===== src/rtl/dec16_pkg.sv =====
package dec16_pkg;

    parameter int unsigned DATA_W = 32;
    localparam int unsigned REG_W = 4;

    typedef enum logic [1:0] {
        ALU_NOP    = 2'd0,
        ALU_ADD_RR = 2'd1,
        ALU_ADD_RI = 2'd2,
        ALU_MOV_I  = 2'd3
    } alu_op_e;

    typedef enum logic [3:0] {
        OPC_LDST   = 4'h0,
        OPC_ADD_RR = 4'h1,
        OPC_BRANCH = 4'hA,
        OPC_MOVI   = 4'hB,
        OPC_ADD_RI = 4'hC
    } opc_e;

    typedef struct packed {
        logic [REG_W-1:0]  reg_n;
        logic [REG_W-1:0]  reg_m;
        logic [DATA_W-1:0] imm;
        alu_op_e           alu_op;
        logic              rf_we;
        logic              mem_req;
        logic              mem_wr;
        logic [1:0]        mem_size;
        logic              mem_sext;
        logic              addr_r0;
        logic              branch;
        logic              illegal;
    } dec_t;

    localparam dec_t DEC_IDLE = '0;

endpackage


===== src/rtl/dec16_ldst.sv =====
module dec16_ldst
    import dec16_pkg::*;
(
    input  logic [15:0] insn,
    output dec_t        res
);
    logic is_load;

    always_comb begin
        is_load      = insn[3];
        res          = DEC_IDLE;
        res.reg_n    = insn[11:8];
        res.reg_m    = insn[7:4];
        res.mem_req  = 1'b1;
        res.mem_wr   = ~is_load;
        res.rf_we    = is_load;
        res.mem_sext = is_load;
        res.addr_r0  = insn[2];
        res.mem_size = insn[1:0];
    end
endmodule


===== src/rtl/dec16_arith.sv =====
module dec16_arith
    import dec16_pkg::*;
(
    input  logic [15:0] insn,
    output dec_t        res,
    output logic        legal
);
    localparam int unsigned IMM8_PAD  = DATA_W - 8;
    localparam int unsigned IMM12_PAD = DATA_W - 12;

    always_comb begin
        res   = DEC_IDLE;
        legal = 1'b0;
        case (insn[15:12])
            OPC_ADD_RR: begin
                legal      = (insn[11:8] == 4'h0);
                res.reg_n  = insn[7:4];
                res.reg_m  = insn[3:0];
                res.alu_op = ALU_ADD_RR;
                res.rf_we  = 1'b1;
            end
            OPC_ADD_RI: begin
                legal      = 1'b1;
                res.reg_n  = insn[11:8];
                res.imm    = {{IMM8_PAD{insn[7]}}, insn[7:0]};
                res.alu_op = ALU_ADD_RI;
                res.rf_we  = 1'b1;
            end
            OPC_MOVI: begin
                legal      = 1'b1;
                res.reg_n  = '0;
                res.imm    = {{IMM12_PAD{1'b0}}, insn[11:0]};
                res.alu_op = ALU_MOV_I;
                res.rf_we  = 1'b1;
            end
            default: begin
                legal = 1'b0;
            end
        endcase
    end
endmodule


===== src/rtl/dec16_branch.sv =====
module dec16_branch
    import dec16_pkg::*;
(
    input  logic [15:0] insn,
    output dec_t        res
);
    localparam int unsigned DISP_PAD = DATA_W - 13;

    always_comb begin
        res        = DEC_IDLE;
        res.branch = 1'b1;
        res.imm    = {{DISP_PAD{insn[11]}}, insn[11:0], 1'b0};
    end
endmodule


===== src/rtl/dec16_top.sv =====
module dec16_top
    import dec16_pkg::*;
(
    input  logic              clk,
    input  logic              rst_n,
    input  logic [15:0]       insn_i,
    output logic [3:0]        reg_n_o,
    output logic [3:0]        reg_m_o,
    output logic [DATA_W-1:0] imm_o,
    output logic [1:0]        alu_op_o,
    output logic              rf_we_o,
    output logic              mem_req_o,
    output logic              mem_wr_o,
    output logic [1:0]        mem_size_o,
    output logic              mem_sext_o,
    output logic              addr_r0_o,
    output logic              branch_o,
    output logic              illegal_o
);
    dec_t ldst_res;
    dec_t arith_res;
    dec_t br_res;
    logic arith_ok;
    dec_t dec_d;
    dec_t dec_q;

    dec16_ldst   u_ldst   (.insn(insn_i), .res(ldst_res));
    dec16_arith  u_arith  (.insn(insn_i), .res(arith_res), .legal(arith_ok));
    dec16_branch u_branch (.insn(insn_i), .res(br_res));

    always_comb begin
        dec_d = DEC_IDLE;
        case (insn_i[15:12])
            OPC_LDST:   dec_d = ldst_res;
            OPC_BRANCH: dec_d = br_res;
            OPC_ADD_RR, OPC_ADD_RI, OPC_MOVI: begin
                if (arith_ok) dec_d = arith_res;
                else          dec_d.illegal = 1'b1;
            end
            default:    dec_d.illegal = 1'b1;
        endcase
    end

    always_ff @(posedge clk) begin
        if (!rst_n) dec_q <= DEC_IDLE;
        else        dec_q <= dec_d;
    end

    assign reg_n_o    = dec_q.reg_n;
    assign reg_m_o    = dec_q.reg_m;
    assign imm_o      = dec_q.imm;
    assign alu_op_o   = dec_q.alu_op;
    assign rf_we_o    = dec_q.rf_we;
    assign mem_req_o  = dec_q.mem_req;
    assign mem_wr_o   = dec_q.mem_wr;
    assign mem_size_o = dec_q.mem_size;
    assign mem_sext_o = dec_q.mem_sext;
    assign addr_r0_o  = dec_q.addr_r0;
    assign branch_o   = dec_q.branch;
    assign illegal_o  = dec_q.illegal;

    AST_ILLEGAL_QUIET: assert property (@(posedge clk) disable iff (!rst_n)
        illegal_o |-> (!rf_we_o && !mem_req_o && !branch_o && alu_op_o == 2'd0));
    AST_ONE_CLASS: assert property (@(posedge clk) disable iff (!rst_n)
        $onehot0({mem_req_o, alu_op_o != 2'd0, branch_o, illegal_o}));
    AST_LDST_DIR: assert property (@(posedge clk) disable iff (!rst_n)
        ($past(rst_n) && $past(insn_i[15:12]) == 4'h0)
        |-> (mem_req_o && mem_wr_o == !$past(insn_i[3]) && rf_we_o == $past(insn_i[3])));
    AST_LDST_MODE: assert property (@(posedge clk) disable iff (!rst_n)
        ($past(rst_n) && $past(insn_i[15:12]) == 4'h0)
        |-> (addr_r0_o == $past(insn_i[2])));
    AST_LDST_SIZE: assert property (@(posedge clk) disable iff (!rst_n)
        ($past(rst_n) && $past(insn_i[15:12]) == 4'h0)
        |-> (mem_size_o == $past(insn_i[1:0])));
    AST_BRANCH_OFS: assert property (@(posedge clk) disable iff (!rst_n)
        ($past(rst_n) && $past(insn_i[15:12]) == 4'hA)
        |-> (branch_o && !imm_o[0] && imm_o[DATA_W-1] == $past(insn_i[11]) && !rf_we_o));
    AST_MOVI_ZEXT: assert property (@(posedge clk) disable iff (!rst_n)
        ($past(rst_n) && $past(insn_i[15:12]) == 4'hB)
        |-> (rf_we_o && reg_n_o == 4'h0 && imm_o[DATA_W-1:12] == '0));
    AST_ADDI_SEXT: assert property (@(posedge clk) disable iff (!rst_n)
        ($past(rst_n) && $past(insn_i[15:12]) == 4'hC)
        |-> (imm_o[DATA_W-1] == $past(insn_i[7]) && reg_n_o == $past(insn_i[11:8])));
endmodule


===== config.mk =====
export PLATFORM = sky130hd
export DESIGN_NAME = dec16_top
export DESIGN_NICKNAME = d
export VERILOG_FILES = /design/src/rtl/dec16_pkg.sv /design/src/rtl/dec16_ldst.sv /design/src/rtl/dec16_arith.sv /design/src/rtl/dec16_branch.sv /design/src/rtl/dec16_top.sv
export SDC_FILE = /design/constraint.sdc
export NUM_CORES = 1
export LEC_CHECK = 0
export CAP_MARGIN = 15
export CORE_MARGIN = 4
export CORE_UTILIZATION = 27
export DETAILED_ROUTE_END_ITERATION = 8
export GPL_TIMING_DRIVEN = 0
export PLACE_DENSITY = 0.5
export SLEW_MARGIN = 10
export SYNTH_ARGS = -nofsm -noshare
export SYNTH_HDL_FRONTEND = slang
export SYNTH_HIERARCHICAL = 1
export SYNTH_SLANG_ARGS = --single-unit
export TNS_END_PERCENT = 5

===== constraint.sdc =====
create_clock -name clk -period 2.05 [get_ports clk]
set_input_delay 0.205 -clock clk [delete_from_list [all_inputs] [get_ports clk]]
set_output_delay 0.205 -clock clk [all_outputs]
set_load 0.005 [all_outputs]

==> flow_results.org, run 1 <==
** Timing
- FMAX :: 0.536 GHz
- Of the available clock period, the critical path in the final layout requires 91.0%.
- RSZ-0062 raised after global routing :: no
- Setup violations remaining at the end of the flow were counted as 0.
- Counting I/O delays and the setup requirement, the final critical path takes 1.87 ns.
- Tightest Pin Transition :: 0.747 ns
- Final hold violation count :: 0
- The count of final max-slew check failures is 0.
- Relative slew slack :: 50.2%

** Global routing
- Number of antenna violations at the first check in global routing :: 0
- Via count of the first global-routing pass :: 2985
- Entering global routing, the biggest net connects 25 pins.
- Global-route usage over all layers :: 11.8%
- First-pass GRT wire length :: 15000 um
- Residual overflow from global routing :: 0

** Synth
- In this run, synthesis produced a sequential element count of 51.
- The cell area that synthesis handed to floorplanning was 0.00367 mm^2.
- After synthesis, the mean cell area works out to 8.58 um^2.
- During synthesis, Yosys emitted a total of 6 warnings.
- Count of unique library cells instantiated by Yosys :: 37
- Sequential fraction of the synthesis area :: 27.8%
- Gate Count Post-Synth :: 428

** CTS
- The H-tree was split into 2 levels.
- Clock sink total :: 51
- Number of buffers inserted for hold repair after clock tree synthesis :: 0
- The tree is rooted in a sky130_fd_sc_hd__clkbuf_16.
- TritonCTS clock tree :: built
- Clock input transition at the sequential cells of the worst setup and hold paths :: 0.07 ns
- The number of clock buffers added by TritonCTS is 5.
- Maximum number of buffers from clock root to sink :: 2

** Finish
- Synthesis-to-layout area growth :: 35.3%
- Final cell count without fillers :: 740
- The top cell types in the final layout, fill and taps aside, are sky130_fd_sc_hd__buf_4 (130), sky130_fd_sc_hd__conb_1 (65), sky130_fd_sc_hd__clkdlybuf4s50_1 (63).
- For this run, the share of the core covered by cells in the final layout is 37.4%.
- Ant. Diodes :: 0
- In the final design database the tool counted 582 nets.
- Most common library cell in the layout ignoring fill and taps :: sky130_fd_sc_hd__buf_4
- Fill cells in the final layout number 1391.
- The post-route netlist has 31.0% of its cells at a drive strength greater than 1.

** Worst setup path
- The worst setup path is launched from a primary input.
- On the worst path, the slowest cell contributes a delay of 0.33 ns.
- Slowest cell on the critical path :: sky130_fd_sc_hd__dlygate4sd2_1
- Data required time at the worst endpoint :: 2.22 ns
- Nature of the critical path endpoint :: register
- Launching element of the worst setup path :: insn_i[12]
- Arr. time, crit path :: 2.03 ns
- Worst setup path endpoint :: imm_o[11]$_SDFF_PN0_
- The worst setup path is of the primary input to register kind.
- Max FO, Critical Path :: 12
- Traced cell by cell, the critical path runs through dlygate4sd2_1 > and3b_1 > a21o_2 > a22o_1 > inv_1 > a31oi_4 > buf_12 > buf_6 > a2bb2oi_1 > nor2_1.

** Power and ir drop
- Clock power share :: 34.8%
- In this run, the combinational gates consume 23.0% of the power.
- Internal portion of total power :: 1.79 mW
- Of the total power, the share spent switching nets is 24.7%.
- In this run, flip-flops and latches consume 42.1% of the power.
- The worst-case IR drop observed on VDD is 0.292 mV.
- The analysis attributes to cell leakage a power of 2.11 nW.
- In this run the power spent charging and discharging nets is 0.588 mW.
- Pwr Density :: 479 mW/mm^2

** Floorplanning
- Full die area :: 0.0155 mm^2
- Count of pins on the block boundary :: 69
- Core Area :: 0.0133 mm^2
- For this configuration, the core starts out at a cell density of 27.6%.
- Die Ht :: 125 um
- In this run the core area contains 42 standard-cell rows.
- Measured along the x axis, the die boundary spans 125 um.

** Placement
- Number of placed cells counting well taps :: 731
- Detailed placement HPWL :: 6740 um
- Number of buffer cells added on primary ports :: 67
- GP Congestion :: 0.760

** Drt
- In the final routed layout, each cell accounts on average for 12.2 um.
- Remaining design rule violation count :: 0
- Initial DRC Count :: 117
- Summed over all layers, the routed wires come to 9060 um.
- Before antenna repair, the detailed router went through 4 iterations.
- The detailed router placed 3011 vias in this run.
- Ratio of routed vias to standard cells :: 4.07
- Remaining number of nets flagged by the antenna check after routing :: 0

** Hold path
- The worst hold path begins at insn_i[13].
- Worst min-delay path class :: primary input to register

** Status
- The flow ran to the end, and the final reports show no timing, DRC or antenna violations.

** Job
- Maxcap violations :: 0
final cells by class:
class	count	area [um^2]	share of cell area [%]
inverter	2	7.51	0.151
sequential	51	1020	20.5
tap	176	220	4.43
multi-input combinational	276	1770	35.6
clock inverter	1	5.00	0.101
buffer	159	1120	22.6
clock buffer	6	139	2.80
timing repair buffer	69	686	13.8
power groups by stage:
stage / registers [mW] / logic, mW / clock network, mW
2_1_floorplan: 1.03 / 0.404 / 0
3_3_place_gp: 1.02 / 0.536 / 0
3_5_place_dp: 1.02 / 0.544 / 0
4_1_cts: 1.00 / 0.549 / 0.864
5_1_grt: 1.00 / 0.600 / 0.906
6_report: 1.00 / 0.548 / 0.828
synthesized netlist by cell type (all sizes together):
cell type | count | area [um^2]
a21boi | 5 | 37.5
a21o | 1 | 7.51
a22o | 1 | 8.76
a22oi | 55 | 413
a2bb2oi | 50 | 500
a31o | 1 | 8.76
a31oi | 1 | 21.3
and2 | 6 | 37.5
and3 | 8 | 50.1
and3b | 2 | 17.5
and4 | 1 | 8.76
buf | 136 | 1030
clkbuf | 23 | 86.3
conb | 5 | 18.8
dfxtp | 51 | 1020
inv | 2 | 7.51
nand2 | 4 | 15.0
nand2b | 2 | 12.5
nand3 | 2 | 10.0
nand4b | 1 | 8.76
nand4bb | 1 | 11.3
nor2 | 56 | 235
nor2b | 2 | 12.5
nor3 | 1 | 5.00
nor3b | 3 | 27.5
nor4 | 1 | 6.26
o21a | 1 | 7.51
o21ai | 3 | 15.0
or2 | 1 | 6.26
or4b | 1 | 13.8
xor2 | 1 | 8.76
critical path, delay by kind of cell:
family	cells	cell delay, ns
buffers and inverters	4	0.72
and+or+nand+nor	2	0.32
AOI/OAI and AO/OA	4	0.77
cells by family (layout without fill, tap and decap cells):
logic type      Yosys count  in the layout  synth area share (%)
buf+inv                 161            237                  30.7
compound gates          118            118                  27.8
simple gates             92             92                  13.0
flops                    51             51                  27.8
other cells               5             65                 0.511
xor+xnor                  1              1                 0.239
through the flow:
step           setup TNS, ns  hold slack (ns)  power [mW]  setup WS, ns  instance area (um^2)
3_5_place_dp          -30.75            0.685        1.57        -0.677                  4790
6_report                   0            0.401        2.38         0.185                  4970
5_1_grt                    0            0.437        2.51        0.0438                  4970
3_3_place_gp          -29.85            0.686        1.56        -0.662                  4790
2_1_floorplan              0            0.359        1.43         0.399                  3900
4_1_cts                    0            0.396        2.41        0.0267                  4970
worst min-delay path by stage:
stage                                  endpoint  slack [ns]  depth (start not counted)
after floorplan            illegal_o$_SDFF_PN0_        0.36                          1
after global placement    reg_n_o[3]$_SDFF_PN0_        0.69                          4
after detailed placement  reg_n_o[3]$_SDFF_PN0_        0.69                          4
after CTS                 reg_n_o[3]$_SDFF_PN0_        0.40                          4
after global routing      reg_n_o[3]$_SDFF_PN0_        0.44                          4
final                     reg_n_o[3]$_SDFF_PN0_        0.40                          4
state kept, by name, indices dropped and copies added (netlist names):
signal / flops
imm_o: 32
mem_size_o: 2
alu_op_o: 2
rf_we_o: 1
mem_wr_o: 1
mem_req_o: 1
reg_m_o: 4
addr_r0_o: 1
reg_n_o: 4
branch_o: 1
mem_sext_o: 1
illegal_o: 1
routing by layer:
metal / vias up / track usage (%) / wire [um]
li1: 1579 / - / -
met1: 1373 / 14.4 / 4180
met2: 49 / 20.6 / 4410
met3: 10 / 2.70 / 340
met4: 0 / 3.22 / 135
met5: - / 0 / 0
timing repair:
| action | CTS | global route |
|---|---|---|
| resized for setup | 11 | 3 |
| setup buffers | 1 | 1 |
| setup endpoints to repair | 50 | 43 |
Note: power is estimated with default switching activity, not from simulation.
==> inputs of run 2 (changes only) <==
--- a/config.mk
+++ b/config.mk
@@ -6,6 +6,7 @@
 export NUM_CORES = 1
 export LEC_CHECK = 0
 export CAP_MARGIN = 15
+export CORE_ASPECT_RATIO = 0.7
 export CORE_MARGIN = 4
 export CORE_UTILIZATION = 27
 export DETAILED_ROUTE_END_ITERATION = 8
==> run 2 against run 1 <==
Net effect:
- setup slack got worse by 0.034 ns
- non-clock buffer count increased by 1
- flip-flop and latch count unchanged
- sequential share of layout area about the same
==> flow_results.org, run 2 (same netlist as run 1, synthesis figures left out) <==
** Power and ir drop
- In this run, the clock network consumes 34.1% of the power.
- In this run switching power makes up 25.3% of total power.
- IR analysis of the VDD net gives a maximum drop of 0.264 mV.
- Internal portion of total power :: 1.76 mW
- For this design the static power due to leakage is 2.11 nW.
- Portion of total power attributed to sequential cells :: 42.6%
- The design draws 2.36 mW.
- Combinational cells account for 23.4% of the total power.
- Pwr Density :: 474 mW/mm^2
- In this run the power spent charging and discharging nets is 0.596 mW.

** Drt
- Via count :: 3071
- The first TritonRoute pass finished after 4 iterations.
- Ratio of routed vias to standard cells :: 4.09
- After the first detailed-routing iteration, the DRC count stood at 168.
- The count of nets left with antenna violations once routing finished came out at 0.
- In the routed design, unresolved DRC markers number 0.
- Dividing the detail-routed wire length by the instance count gives 12.8 um.
- Total Routed Length :: 9560 um

** Worst setup path
- Data on the critical path is required at its endpoint by 2.21 ns.
- Max FO, Critical Path :: 16
- The critical path is of the primary input to register type.
- Slowest cell on the critical path :: sky130_fd_sc_hd__clkdlybuf4s18_2
- Traced cell by cell, the critical path runs through clkdlybuf4s18_2 > and3b_1 > a21o_2 > a22o_1 > inv_1 > a31oi_4 > buf_4 > buf_6 > a2bb2oi_1 > nor2_1.
- In this design, the largest share of critical-path delay is due to buffers and inverters.
- In this design, the stage delay of the slowest critical-path cell is 0.35 ns.
- STA classifies the critical path startpoint as a primary input.
- Count of buffering cells on the critical path with inverters included :: 4
- Arr. time, crit path :: 2.06 ns
- Nature of the critical path endpoint :: register

** Finish
- Flip-flop count of the largest register after layout :: 32
- Synthesis-to-layout area growth :: 35.4%
- Cells fill 37.6% of the core in the end.
- Number of nets in the layout :: 583
- Ant. Diodes :: 0
- Leaving out fill and tap cells, the most frequent cell in the layout is sky130_fd_sc_hd__buf_4.
- In the final layout, the share of cells above drive strength 1 is 31.0%.
- Final cell count without fillers :: 750
- Commonest non-fill, non-tap cells in the layout :: sky130_fd_sc_hd__buf_4 (132), sky130_fd_sc_hd__conb_1 (65), sky130_fd_sc_hd__clkdlybuf4s50_1 (63)

** Global routing
- Entering global routing, the biggest net connects 25 pins.
- After global routing the overflow that remains totals 0.
- Global-route usage over all layers :: 12.4%
- Via count of the first global-routing pass :: 3117
- First-pass GRT wire length :: 15600 um
- The number of antenna violations at the first check in global routing was 0.

** Timing
- Minimum setup slack in the final design :: 0.151 ns
- Tightest Pin Transition :: 0.890 ns
- Total count of max-transition violations in the final report :: 0
- Relative slew slack :: 40.7%
- Final hold analysis gives a worst-case slack of 0.392 ns.
- Finish-stage setup viols :: 0
- Period utilization :: 92.6%
- FMAX :: 0.527 GHz
- Final hold violation count :: 0
- RSZ-0062 raised after global routing :: no
- Minimum clock period after layout :: 1.90 ns

** Hold path
- Worst min-delay path class :: primary input to register

** CTS
- Number of buffers inserted for hold repair after clock tree synthesis :: 0
- TritonCTS Buffers :: 5
- Clock input transition at the sequential cells of the worst setup and hold paths :: 0.07 ns
- CTS built an H-tree with a depth of 2.
- Clock sink total :: 51
- In this run the clock root is driven by a sky130_fd_sc_hd__clkbuf_16.
- TritonCTS clock tree :: built
- Maximum number of buffers from clock root to sink :: 2

** Floorplanning
- The core region is 0.0132 mm^2.
- Num rows :: 35
- Full die area :: 0.0156 mm^2
- Die Ht :: 106 um
- Count of pins on the block boundary :: 69
- Die X :: 147 um
- Starting density of the core :: 27.8%

** Placement
- In this run the tool buffered the top-level ports with 67 buffer cells.
- The wire-length estimate of the detail-placed layout is 7080 um.
- GP Congestion :: 0.752
- Pre-CTS worst setup slack :: -0.660 ns
- Number of placed cells counting well taps :: 740

** Status
- Status :: complete, no violations

** Job
- Across the run, the number of max-cap violations was 0.
[run 2: power groups by stage]
stage / clock (mW) / sequential, mW / combinational [mW]
3_5_place_dp: 0 / 1.02 / 0.545
5_1_grt: 0.871 / 1.00 / 0.602
6_report: 0.803 / 1.00 / 0.550
3_3_place_gp: 0 / 1.02 / 0.537
4_1_cts: 0.845 / 1.00 / 0.547
2_1_floorplan: 0 / 1.03 / 0.404
[run 2: timing repair]
action | in CTS | in global routing
resized for setup | 10 | 4
pin swaps | 0 | 0
endpoints found under the setup margin | 51 | 43
buffers inserted | 2 | 1
[run 2: final timing paths]
kind	start	endpoint	slack, ns	depth (start not counted)
worst max-delay path	insn_i[14]	alu_op_o[0]$_SDFF_PN0_	0.15	10
worst min-delay path	insn_i[13]	reg_n_o[3]$_SDFF_PN0_	0.39	4
[run 2: metal layers]
metal | track usage, % | vias up | wire length, um
li1 | - | 1583 | -
met1 | 16.6 | 1426 | 4710
met2 | 20.4 | 57 | 4310
met3 | 3.52 | 5 | 504
met4 | 1.60 | 0 | 40
met5 | 0 | - | 0
[run 2: cell type report]
cell class / count / area, um^2
inverters: 2 / 7.51
fillers: 1397 / 8250
flip-flops and latches: 51 / 1020
well taps: 185 / 231
clock inverters: 2 / 13.8
multi-input cells: 276 / 1770
plain buffers: 159 / 1120
clock buffers: 5 / 125
repair buffers: 70 / 686
[run 2: through the flow]
stage	setup TNS, ns	cell area, um^2
CTS	0	4970
floorplan	0	3900
finish	0	4970
global placement	-29.91	4800
detailed placement	-29.32	4800
global route	0	4970
==> inputs of run 3 (changes only) <==
--- a/config.mk
+++ b/config.mk
@@ -11,7 +11,8 @@
 export CORE_UTILIZATION = 27
 export DETAILED_ROUTE_END_ITERATION = 8
 export GPL_TIMING_DRIVEN = 0
-export PLACE_DENSITY = 0.5
+export PLACE_DENSITY = 0.48
+export REMOVE_ABC_BUFFERS = 1
 export SLEW_MARGIN = 10
 export SYNTH_ARGS = -nofsm -noshare
 export SYNTH_HDL_FRONTEND = slang
==> run 3 against run 2 <==
Net effect:
- count of clock-buffer cells in the layout is 1 higher
- final area is 19% lower
- non-clock buffer count is 156 lower
- core utilization is 7.3 points lower
- clock power is 21% higher
- first-iteration DRC count is 36% lower
- total power is 0.31% higher
- sequential power hardly changed
- routed wire length is 13% lower
- critical path type unchanged
- flip-flop and latch count stayed put
- via count is 17% lower
- hold slack better by 0.077 ns
==> flow_results.org, run 3 (same netlist as run 1, synthesis figures left out) <==
** Placement
- At the placement stage, the worst setup path has a slack of -1.55 ns.
- Placement Cell Area :: 0.00381 mm^2
- Number of buffer cells added on primary ports :: 68
- Detailed placement HPWL :: 5250 um
- GP Congestion :: 0.754

** Worst setup path
- Walking the worst path, the cells encountered are clkdlybuf4s18_2 > and3b_2 > a21o_2 > a22o_1 > inv_1 > a31oi_4 > buf_12 > a2bb2oi_1 > nor2_1.
- In this design, the stage delay of the slowest critical-path cell is 0.35 ns.
- Arr. time, crit path :: 2.10 ns
- Nature of the critical path endpoint :: register
- By startpoint and endpoint, the worst setup path is classified as primary input to register.
- Together, buffers and inverters on the worst path number 3.
- Cell class contributing the biggest share of worst-path delay :: compound AO/OA/AOI/OAI gates
- Slowest cell on the critical path :: sky130_fd_sc_hd__clkdlybuf4s18_2
- STA classifies the critical path startpoint as a primary input.
- Data required time at the worst endpoint :: 2.19 ns
- In this run the worst path has a maximum fanout of 30.

** CTS
- Clock input transition at the sequential cells of the worst setup and hold paths :: 0.07 ns
- For this design, the CTS-stage hold fixing added 0 buffers.
- Clock sink total :: 51
- Maximum number of buffers from clock root to sink :: 2
- CTS built an H-tree with a depth of 2.
- Clock tree synthesis selected as its root buffer the cell sky130_fd_sc_hd__clkbuf_16.
- TritonCTS built the clock tree.
- TritonCTS Buffers :: 5

** Timing
- The worst path meets setup with 0.0905 ns of slack.
- The final-report hold violation count came to 0.
- RSZ-0062 raised after global routing :: yes
- The count of final max-slew check failures is 0.
- Setup total negative slack on the finished layout was measured at 0 ns.
- For the finished layout, the period the worst path requires is 1.96 ns.
- Finish-stage setup viols :: 0
- Tightest Pin Transition :: 1.15 ns
- WHS :: 0.469 ns
- Static timing analysis puts the maximum clock frequency at 0.510 GHz.
- Headroom to the max-slew limit came out at 23.5%.
- In the finished design, the share of the clock period the worst path needs comes to 95.6%.

** Power and ir drop
- Portion of total power attributed to sequential cells :: 42.4%
- Switching power share of the total :: 24.2%
- Summed over all cells, the static leakage comes to 1.43 nW.
- Pwr Density :: 589 mW/mm^2
- Internal power comes to 1.79 mW.
- Per report_power, the clock group accounts for 41.1% of the total.
- Total power :: 2.36 mW
- Combinational power share :: 16.5%
- The analysis attributes to net switching a power of 0.572 mW.
- The worst-case IR drop observed on VDD is 0.315 mV.

** Drt
- Avg WL per Cell :: 14.0 um
- The count of nets left with antenna violations once routing finished came out at 0.
- For this block, the initial DRC count from the detailed router was 107.
- First-pass detailed-route iteration total :: 4
- After detailed routing, the number of vias per cell comes to 4.26.
- Total Routed Length :: 8350 um
- Via count :: 2541
- After detailed routing, the number of remaining DRC violations is 0.

** Global routing
- The via count of the first global-routing pass is 2614.
- Pin count of the biggest net entering global routing :: 51
- The number of antenna violations at the first check in global routing came to 0.
- Residual overflow from global routing :: 0
- The first global-routing pass estimated 13500 um of wire.
- Global-route usage over all layers :: 10.8%

** Floorplanning
- The initial utilization of the core area, before any placement, comes to 27.8%.
- Die Ht :: 106 um
- The die covers 0.0156 mm^2.
- Num rows :: 35
- The core region is 0.0132 mm^2.
- For this design the top-level I/O count stands at 69.
- From left edge to right edge, the die measures 147 um.

** Status
- The run finished with clean final reports.

** Finish
- Compared with the post-synthesis result, the final layout area differs by 9.17%.
- Ant. Diodes :: 0
- The register with the most flip-flops in the layout has 32 of them.
- Number of nets in the layout :: 428
- Leaving out fill and tap cells, the most frequent cells in the layout are sky130_fd_sc_hd__conb_1 (65), sky130_fd_sc_hd__clkdlybuf4s50_1 (63), sky130_fd_sc_hd__a22oi_1 (55).
- Most common library cell in the layout ignoring fill and taps :: sky130_fd_sc_hd__conb_1
- Across the whole layout, storage elements account for 0.00102 mm^2.
- Summing all multi-input logic gate instances after layout gives 0.00181 mm^2.
- The post-route netlist has 11.9% of its cells at a drive strength greater than 1.
- Counting the fill cells in the layout gives 1428.
- Once layout is done, the placed cells without fillers occupy 0.00401 mm^2.

** Job
- Across the run, the number of max-cap violations was 0.

** Hold path
- Worst min-delay path class :: primary input to register
==> run 3: routing by layer <==
layer,track usage [%],share of wire [%]
met1,14.8,50
met2,16.9,43
met3,3.39,6.1
met4,1.86,0.66
met5,0,0
==> run 3: power groups by stage <==
stage               Clock (mW)  Combinational [mW]  Sequential (mW)
CTS                       1.02               0.389             1.00
detailed placement           0               0.384             1.03
global placement             0               0.357             1.03
floorplan                    0               0.225             1.03
global route              1.05               0.425             1.00
finish                   0.970               0.390             1.00
==> run 3: area by class of cell <==
type	count	share of cell area [%]
multi-input cells	277	45.1
flip-flops and latches	51	25.5
repair buffers	73	19.1
well taps	185	5.77
clock buffers	6	3.46
clock inverters	2	0.874
inverters	2	0.187
==> run 3: what timing repair did <==
item / CTS / global route
gates resized for setup: 16 / 8
endpoints found under the setup margin: 51 / 43
buffers inserted: 1 / 0
gates cloned: 1 / 0
==> run 3: path summary, 6_finish.rpt <==
| kind | startpoint | end | cells after the start |
|---|---|---|---|
| max | insn_i[14] | imm_o[10]$_SDFF_PN0_ | 9 |
| min | insn_i[13] | reg_n_o[2]$_SDFF_PN0_ | 4 |
==> run 3: through the flow <==
stage | utilization, % | cells
after floorplan | - | 329
after global placement | 27.9 | 582
after detailed placement | 28.8 | 586
after CTS | 30.4 | 596
after global routing | 30.3 | 596
final | 30.3 | 596
